**config.mk**
```make
export PLATFORM = sky130hd
export DESIGN_NAME = mux_bus_timing
export DESIGN_NICKNAME = d
export VERILOG_FILES = /design/src/rtl/ebus_pkg.sv /design/src/rtl/ebus_half_ctr.sv /design/src/rtl/ebus_cycle_latch.sv /design/src/rtl/ebus_phase_dec.sv /design/src/rtl/mux_bus_timing.sv
export SDC_FILE = /design/constraint.sdc
export NUM_CORES = 1
export LEC_CHECK = 0
export BUFFER_PORTS_ARGS = -buffer_cell sky130_fd_sc_hd__clkbuf_2
export CORE_MARGIN = 5
export CORE_UTILIZATION = 25
export DETAILED_ROUTE_END_ITERATION = 10
export GPL_TIMING_DRIVEN = 0
export MAX_ROUTING_LAYER = met4
export PLACE_DENSITY = 0.56
export SLEW_MARGIN = 20
export SYNTH_ARGS = -nofsm -noshare
export SYNTH_HDL_FRONTEND = slang
export SYNTH_SLANG_ARGS = --single-unit
```
**constraint.sdc**
```tcl
create_clock -name clk_i -period 3.5 [get_ports clk_i]
set_input_delay 0.35 -clock clk_i [delete_from_list [all_inputs] [get_ports clk_i]]
set_output_delay 0.35 -clock clk_i [all_outputs]
set_load 0.05 [all_outputs]
```
**src/rtl/ebus_pkg.sv**
```systemverilog
package ebus_pkg;
  typedef enum logic [1:0] {
    PH_IDLE = 2'd0,
    PH_ADDR = 2'd1,
    PH_DATA = 2'd2
  } bus_phase_e;
endpackage

```
**src/rtl/ebus_half_ctr.sv**
```systemverilog
module ebus_half_ctr #(
  parameter int HALF_PER_MC = 8,
  localparam int CNT_W = $clog2(HALF_PER_MC)
) (
  input  logic             clk_i,
  input  logic             rst_ni,
  output logic [CNT_W-1:0] cnt_o,
  output logic             last_o
);
  logic [CNT_W-1:0] cnt_q;

  assign last_o = (cnt_q == CNT_W'(HALF_PER_MC - 1));
  assign cnt_o  = cnt_q;

  always_ff @(posedge clk_i or negedge rst_ni) begin
    if (!rst_ni)     cnt_q <= '0;
    else if (last_o) cnt_q <= '0;
    else             cnt_q <= cnt_q + 1'b1;
  end

  assert_wrap_R1: assert property (@(posedge clk_i) disable iff (!rst_ni)
    last_o |=> (cnt_o == '0));

  assert_step_R1: assert property (@(posedge clk_i) disable iff (!rst_ni)
    !last_o |=> (cnt_o == $past(cnt_o) + 1'b1));
endmodule

```
**src/rtl/ebus_cycle_latch.sv**
```systemverilog
module ebus_cycle_latch #(
  parameter int ADDR_W = 16
) (
  input  logic              clk_i,
  input  logic              rst_ni,
  input  logic              last_i,
  input  logic              req_i,
  input  logic              ale_off_i,
  input  logic [ADDR_W-1:0] addr_i,
  output logic              acc_o,
  output logic              off_o,
  output logic [ADDR_W-1:0] addr_o
);
  // Request, park control and address are all taken at the cycle boundary
  always_ff @(posedge clk_i or negedge rst_ni) begin
    if (!rst_ni) begin
      acc_o  <= 1'b0;
      off_o  <= 1'b0;
      addr_o <= '0;
    end else if (last_i) begin
      acc_o  <= req_i;
      off_o  <= ale_off_i;
      addr_o <= addr_i;
    end
  end

  assert_hold_mid_cycle_R5: assert property (@(posedge clk_i) disable iff (!rst_ni)
    !last_i |=> ($stable(acc_o) && $stable(off_o) && $stable(addr_o)));
endmodule

```
**src/rtl/ebus_phase_dec.sv**
```systemverilog
module ebus_phase_dec
  import ebus_pkg::*;
#(
  parameter int CNT_W    = 3,
  parameter int ALE_HALF = 3,
  parameter int ADDR_W   = 16,
  parameter int LO_W     = 8,
  localparam int HI_W    = ADDR_W - LO_W
) (
  input  logic [CNT_W-1:0]  cnt_i,
  input  logic              acc_i,
  input  logic              off_i,
  input  logic [ADDR_W-1:0] addr_i,
  output logic              ale_o,
  output logic              ad_oe_o,
  output logic [LO_W-1:0]   ad_addr_o,
  output logic [HI_W-1:0]   addr_hi_o,
  output logic              data_phase_o
);
  logic       ale_win;
  bus_phase_e phase;

  assign ale_win = (cnt_i < CNT_W'(ALE_HALF));

  always_comb begin
    if (!acc_i)       phase = PH_IDLE;
    else if (ale_win) phase = PH_ADDR;
    else              phase = PH_DATA;
  end

  // Parking only applies to idle cycles; an access always pulses
  assign ale_o        = ale_win || (off_i && (phase == PH_IDLE));
  assign ad_oe_o      = (phase == PH_ADDR);
  assign data_phase_o = (phase == PH_DATA);
  assign ad_addr_o    = ad_oe_o ? addr_i[LO_W-1:0] : '0;
  assign addr_hi_o    = acc_i ? addr_i[ADDR_W-1:LO_W] : '0;
endmodule

```
**src/rtl/mux_bus_timing.sv**
```systemverilog
module mux_bus_timing #(
  parameter int OSC_PER_MC = 4,
  parameter int ALE_HALF   = 3,
  parameter int ADDR_W     = 16,
  parameter int LO_W       = 8,
  localparam int HALF_PER_MC = 2 * OSC_PER_MC,
  localparam int CNT_W       = $clog2(HALF_PER_MC),
  localparam int HI_W        = ADDR_W - LO_W
) (
  input  logic              clk_i,
  input  logic              rst_ni,
  input  logic              ale_off_i,
  input  logic              req_i,
  input  logic [ADDR_W-1:0] addr_i,
  output logic              ale_o,
  output logic              ad_oe_o,
  output logic [LO_W-1:0]   ad_addr_o,
  output logic [HI_W-1:0]   addr_hi_o,
  output logic              data_phase_o
);
  logic [CNT_W-1:0]  cnt;
  logic              last;
  logic              acc_q;
  logic              off_q;
  logic [ADDR_W-1:0] addr_q;

  ebus_half_ctr #(.HALF_PER_MC(HALF_PER_MC)) u_ctr (
    .clk_i  (clk_i),
    .rst_ni (rst_ni),
    .cnt_o  (cnt),
    .last_o (last)
  );

  ebus_cycle_latch #(.ADDR_W(ADDR_W)) u_latch (
    .clk_i     (clk_i),
    .rst_ni    (rst_ni),
    .last_i    (last),
    .req_i     (req_i),
    .ale_off_i (ale_off_i),
    .addr_i    (addr_i),
    .acc_o     (acc_q),
    .off_o     (off_q),
    .addr_o    (addr_q)
  );

  ebus_phase_dec #(
    .CNT_W    (CNT_W),
    .ALE_HALF (ALE_HALF),
    .ADDR_W   (ADDR_W),
    .LO_W     (LO_W)
  ) u_dec (
    .cnt_i        (cnt),
    .acc_i        (acc_q),
    .off_i        (off_q),
    .addr_i       (addr_q),
    .ale_o        (ale_o),
    .ad_oe_o      (ad_oe_o),
    .ad_addr_o    (ad_addr_o),
    .addr_hi_o    (addr_hi_o),
    .data_phase_o (data_phase_o)
  );

  // Sampled on the falling edge so that registers have settled after reset
  assert_reset_values_R2: assert property (@(negedge clk_i)
    !rst_ni |-> (ale_o && !ad_oe_o && !data_phase_o && addr_hi_o == '0));

  assert_ale_rise_R1: assert property (@(posedge clk_i) disable iff (!rst_ni)
    $rose(ale_o) |-> (cnt == '0));

  assert_ale_fall_R1: assert property (@(posedge clk_i) disable iff (!rst_ni)
    $fell(ale_o) |-> (cnt == CNT_W'(ALE_HALF)));

  assert_parked_high_R3: assert property (@(posedge clk_i) disable iff (!rst_ni)
    (off_q && !acc_q) |-> ale_o);

  assert_addr_under_ale_R6: assert property (@(posedge clk_i) disable iff (!rst_ni)
    ad_oe_o |-> ale_o);

  assert_phase_excl_R7: assert property (@(posedge clk_i) disable iff (!rst_ni)
    !(ad_oe_o && data_phase_o));

  assert_hi_hold_R8: assert property (@(posedge clk_i) disable iff (!rst_ni)
    (acc_q && cnt != '0) |-> $stable(addr_hi_o));
endmodule

```
==> results of run 1 <==
==> layout make-up <==
cell class	instances	share of cell area (%)
buffer	4	2.74
sequential	21	41.1
tap	48	4.69
clock inverter	1	0.391
multi-input combinational	42	32.7
clock buffer	3	3.23
timing repair buffer	38	14.9
inverter	1	0.293
==> registers in the layout, summed over array words and instances (netlist names) <==
signal	cells
u_latch.addr_o	16
u_latch.off_o	1
u_latch.acc_o	1
u_ctr.cnt_o	3
==> worst paths after layout <==
check / endpoint / slack (ns) / from
max: ad_addr_o[1] / 1.71 / u_ctr.cnt_o[0]$_DFF_PN0_
min: u_latch.addr_o[9]$_DFFE_PN0N_ / 0.06 / rst_ni
max reg2reg: u_latch.addr_o[0]$_DFFE_PN0N_ / 2.08 / u_ctr.cnt_o[0]$_DFF_PN0_
min reg2reg: u_ctr.cnt_o[0]$_DFF_PN0_ / 0.49 / u_ctr.cnt_o[0]$_DFF_PN0_
max in group asynchronous: u_latch.addr_o[7]$_DFFE_PN0N_ / 3.09 / rst_ni
min in group clk_i: u_latch.acc_o$_DFFE_PN0N_ / 0.30 / req_i
==> cell usage in the layout (no fill, tap or decap) <==
cell type and count:
sky130_fd_sc_hd__and2_1 9, sky130_fd_sc_hd__ha_1 2, sky130_fd_sc_hd__clkinv_2 1, sky130_fd_sc_hd__nor2_1 2, sky130_fd_sc_hd__dfrtp_1 21, sky130_fd_sc_hd__buf_4 1, sky130_fd_sc_hd__clkbuf_2 38, sky130_fd_sc_hd__o21ai_0 1
sky130_fd_sc_hd__buf_6 2, sky130_fd_sc_hd__a21oi_2 1, sky130_fd_sc_hd__clkbuf_8 3, sky130_fd_sc_hd__inv_1 1, sky130_fd_sc_hd__and3_1 8, sky130_fd_sc_hd__nand2_1 1, sky130_fd_sc_hd__mux2_4 17, sky130_fd_sc_hd__buf_2 1
sky130_fd_sc_hd__a21o_1 1
==> power breakdown <==
group          switching, mW  internal [mW]  total, mW
combinational         0.0547         0.0320     0.0867
clock                 0.0762         0.0792      0.155
sequential           0.00627          0.253      0.259
total                  0.137          0.364      0.501
==> logic make-up (layout without fill, tap and decap cells) <==
group | count (synthesis) | count (layout) | synth area share (%)
buffers and inverters | 5 | 47 | 3.94
and+or+nand+nor | 20 | 20 | 12.0
adders and majority gates | 2 | 2 | 2.54
AOI/OAI and AO/OA | 3 | 3 | 2.16
DFF | 21 | 21 | 53.4
muxes | 17 | 17 | 26.0
==> routing by layer <==
metal  track usage, %  up-vias  wire length (µm)
met5                -        -                 0
met4             2.46        0                27
met3             2.20        2                95
met1             8.69      326               837
li1                 -      316                 -
met2             14.9       15              1150
==> flow_metrics.tcl, run 1 <==
set metrics [dict create \
    critPathArrivalTime_ns 1.44 \
    yosys_most_used_dff "sky130_fd_sc_hd__dfrtp_1" \
    maxClockFrequency_ghz 0.559 \
    rsz0062_at_grt "no" \
    vdd.ir_drop.worst_mv 0.210 \
    status "finished, final reports clean" \
    share_of_cells_above_drive_strength_1_pct 58.2 \
    synthCells 68 \
    multi_input_area_um2 419 \
    postSynthRegisterBits 21 \
    core_area_um2 3740 \
    numCtsBuffers 3 \
    final-max-slew-violation-count 0 \
    grt_first_pass_wirelength_mm 3.30 \
    clkSinkCount 21 \
    post_dp_cell_area_um2 1230 \
    n_antenna_cell 0 \
    timing.critical_path.max_delay_family "buffers and inverters" \
    ctsRootBufferMaster "sky130_fd_sc_hd__clkbuf_8" \
    tritoncts "yes" \
    hold_slack_ns 0.0563 \
    die_area_um2 5290 \
    finalHoldViolCount 0 \
    detail_route.first_pass.iterations 3 \
    cp_max_fo 10 \
    yosysUniqueCellTypes 14 \
    placed_wire_length_estimate_mm 1.62 \
    detailroute.via_count 659 \
    worstSetupEndpointType "output pin" \
    max_cap_violations 0 \
    synthesis.area_per_instance_um2 14.5 \
    start_util_pct 26.3 \
    async_flop_share_pct 100 \
    track_usage_pct 8.24 \
    slowest_delay_ns 0.41 \
    gr-total-overflow 0 \
    r2r.worst_path.cells 4 \
    area_delta_synth_final_pct 30.2 \
    die-height_um 72.7 \
    route.final.wire_length_mm 2.12 \
    detail_route.iter0.violations 28 \
    critPathKind "flip-flop to output pin" \
    crit_chain "a21oi_2 -> buf_4 -> and3_1 -> clkbuf_2" \
    worstSetupPathDepth 4 \
    boundaryPins 39 \
    max_slew.worst_pin.slew_ns 0.524 \
    avgRoutedWirePerCell_um 13.4 \
    postCtsHoldBufs 0 \
    relSlewSlack_pct 65.0 \
    fin_tns_setup_ns 0 \
    syn-cell-area_um2 983 \
    final_antenna_net_count 0 \
    cts_resized 0 \
    routabilityCongestion 0.675 \
    chip_width_um 72.7 \
    fin_util_pct 34.2 \
    synth.top_cells.by_count "sky130_fd_sc_hd__dfrtp_1 (21), sky130_fd_sc_hd__mux2_4 (17), sky130_fd_sc_hd__and2_1 (9), sky130_fd_sc_hd__and3_1 (8)" \
    leakagePower_nw 0.671 \
    setup_ws_post_layout_ns 1.71 \
    post-synth-top-count-cell "sky130_fd_sc_hd__dfrtp_1" \
    period_share_pct 51.1 \
    yosysTopAreaCell "sky130_fd_sc_hd__dfrtp_1" \
    sequential_cell_area_um2 526 \
    stdcell_count 158 \
    finalNetCount 133 \
    grt_max_degree 22 \
    finalCriticalPeriod_ns 1.79 \
    numPortBuffers 38 \
    antenna_found_initial 0 \
    ys_top_cells_by_area "sky130_fd_sc_hd__dfrtp_1 (53%), sky130_fd_sc_hd__mux2_4 (26%), sky130_fd_sc_hd__and2_1 (5.7%), sky130_fd_sc_hd__and3_1 (5.1%), sky130_fd_sc_hd__ha_1 (2.5%)" \
    library_cell_contributing_the_largest_single_delay_on_the_critical_path "sky130_fd_sc_hd__dfrtp_1" \
    critical_path.startpoint_type "flip-flop" \
    dp.cells 154 \
    number_of_flops_mapped_to_enable_cells_by_yosys 0 \
    clock_tree.buffer_depth 2 \
    clock_insertion_delay_worst_skew_ns 0.26 \
    fill_cells 397 \
    post_place_setup_slack_ns 1.99 \
    fin_skew_ns 0.00358 \
    total_power_density_per_cell_area_nw_per_um2 392 \
    setup_violations 0 \
    drc_errors 0 \
    cts.clk_slew.worst_paths_ns 0.07 \
    tot_pwr_uw 501 \
    synth_fp_nets 90 \
    post-synth-top-area-fraction_pct 53.4 \
    grt_pass1_vias 726 \
    min_path_type "input port to asynchronous set/reset pin" \
    cts_setup_buffers 0 \
    share_of_synthesized_area_occupied_by_flip_flops_and_latches_pct 53.4 \
    required_ns 3.15 \
    h-tree-depth 1 \
    synth.yosys.warnings 0 \
    path_buf_inv 2 \
    design_area_um2 1280 \
    viasPerCell 4.17 \
    placement_rows 22 \
]
(Power assumes the default switching activity.)
==> inputs of run 2 (changes only) <==
Clock period 3.5 ns to 1.7 ns, I/O delays scaled along.
==> flow_metrics.tcl, run 2 (synthesis gave the netlist of run 1 again) <==
set metrics [dict create \
    status "finished, final reports clean" \
    start_util_pct 26.3 \
    min_from "req_i" \
    die-height_um 72.7 \
    n_antenna_cell 0 \
    cp_max_fo 10 \
    detailroute.via_count 661 \
    track_usage_pct 8.27 \
    finalCriticalPeriod_ns 1.61 \
    ctsRootBufferMaster "sky130_fd_sc_hd__clkbuf_8" \
    route.final.wire_length_mm 2.12 \
    maxClockFrequency_ghz 0.622 \
    routabilityCongestion 0.675 \
    vdd.ir_drop.worst_mv 0.433 \
    detail_route.iter0.violations 28 \
    final_common_cell "sky130_fd_sc_hd__clkbuf_2" \
    core_area_um2 3740 \
    grt_max_degree 22 \
    boundaryPins 39 \
    numPortBuffers 38 \
    tot_pwr_mw 1.03 \
    rsz0062_at_grt "no" \
    worstSetupEndpointType "output pin" \
    final_antenna_net_count 0 \
    finalNetCount 134 \
    dp.cells 154 \
    launching_element_of_the_worst_setup_path "u_ctr.cnt_o[0]$_DFF_PN0_" \
    leakagePower_nw 0.675 \
    stdcell_count 159 \
    critical_path.startpoint_type "flip-flop" \
    relSlewSlack_pct 65.1 \
    fin_tns_setup_ns 0 \
    max_ffs_per_register 16 \
    min_path_type "input port to flip-flop" \
    setup_ws_post_layout_ns 0.0910 \
    drc_errors 0 \
    grt_pass1_vias 725 \
    clock_insertion_delay_worst_skew_ns 0.26 \
    detail_route.first_pass.iterations 3 \
    r2r_start "u_ctr.cnt_o[0]$_DFF_PN0_" \
    cts_resized 0 \
    placed_wire_length_estimate_mm 1.62 \
    area_delta_synth_final_pct 31.2 \
    critPathKind "flip-flop to output pin" \
    die_area_um2 5290 \
    period_share_pct 94.6 \
    total_power_density_per_cell_area_nw_per_um2 802 \
    numCtsBuffers 3 \
    chip_width_um 72.7 \
    setup_violations 0 \
    h-tree-depth 1 \
    placement_rows 22 \
    post_place_setup_slack_ns 0.294 \
    final-max-slew-violation-count 0 \
    final_cell_mix "sky130_fd_sc_hd__clkbuf_2 (38), sky130_fd_sc_hd__dfrtp_1 (21), sky130_fd_sc_hd__mux2_4 (17)" \
    fin_skew_ns 0.00361 \
    grt_first_pass_wirelength_mm 3.31 \
    critPathArrivalTime_ns 1.44 \
    viasPerCell 4.16 \
    clock_tree.buffer_depth 2 \
    share_of_cells_above_drive_strength_1_pct 57.7 \
    avgRoutedWirePerCell_um 13.3 \
    clkSinkCount 21 \
    registers.top_by_ff_count "u_latch.addr_o" \
    antenna_found_initial 0 \
    tritoncts "yes" \
    max_cap_violations 0 \
    cts.clk_slew.worst_paths_ns 0.08 \
    finalHoldViolCount 0 \
    required_ns 1.53 \
    max_slew.worst_pin.slew_ns 0.523 \
    gr-total-overflow 0 \
]
run 2: stage by stage:
step	instance area [µm²]	util, %	hold WS, ns
floorplan	983	-	-0.126
global placement	1230	33.0	0.156
detailed placement	1230	33.0	0.169
CTS	1290	34.5	0.113
global route	1290	34.5	0.138
finish	1290	34.5	0.120
run 2: routing by layer:
metal | vias up | track usage (%) | wire length, µm
li1 | 318 | - | -
met1 | 326 | 8.78 | 837
met2 | 15 | 14.9 | 1160
met3 | 2 | 2.20 | 95
met4 | 0 | 2.46 | 27
met5 | - | - | 0
run 2: path summary, 6_finish.rpt:
path                                                 end  slack, ns  depth (start not counted)
setup / recovery                            ad_addr_o[1]       0.09                          4
hold / removal                 u_latch.acc_o$_DFFE_PN0N_       0.12                          3
setup reg to reg           u_latch.addr_o[0]$_DFFE_PN0N_       0.28                          4
hold reg to reg                 u_ctr.cnt_o[0]$_DFF_PN0_       0.49                          1
max in group asynchronous  u_latch.addr_o[7]$_DFFE_PN0N_       0.93                          2
min in group asynchronous  u_latch.addr_o[9]$_DFFE_PN0N_       0.42                          2
run 2: power by group:
group	internal [mW]	total, mW	switching [mW]
combinational	0.0674	0.180	0.113
clock	0.163	0.320	0.157
sequential	0.521	0.534	0.0130
run 2: timing repair:
action,CTS,global route
hold endpoints to repair,21,0
hold buffers,1,0
setup buffers,0,0
run 2: layout make-up:
cell class / count / area (µm²)
Sequential cell: 21 / 526
Tap cell: 48 / 60.1
Multi-Input combinational cell: 42 / 419
Inverter: 1 / 3.75
Timing Repair Buffer: 39 / 200
Buffer: 4 / 35.0
Fill cell: 395 / 2450
Clock buffer: 3 / 41.3
Clock inverter: 1 / 5.00
run 2: worst max-delay path: stages (launching register included):
cell and delay (ns):
sky130_fd_sc_hd__dfrtp_1 0.41, sky130_fd_sc_hd__a21oi_2 0.15, sky130_fd_sc_hd__buf_4 0.18, sky130_fd_sc_hd__and3_1 0.16, sky130_fd_sc_hd__clkbuf_2 0.28
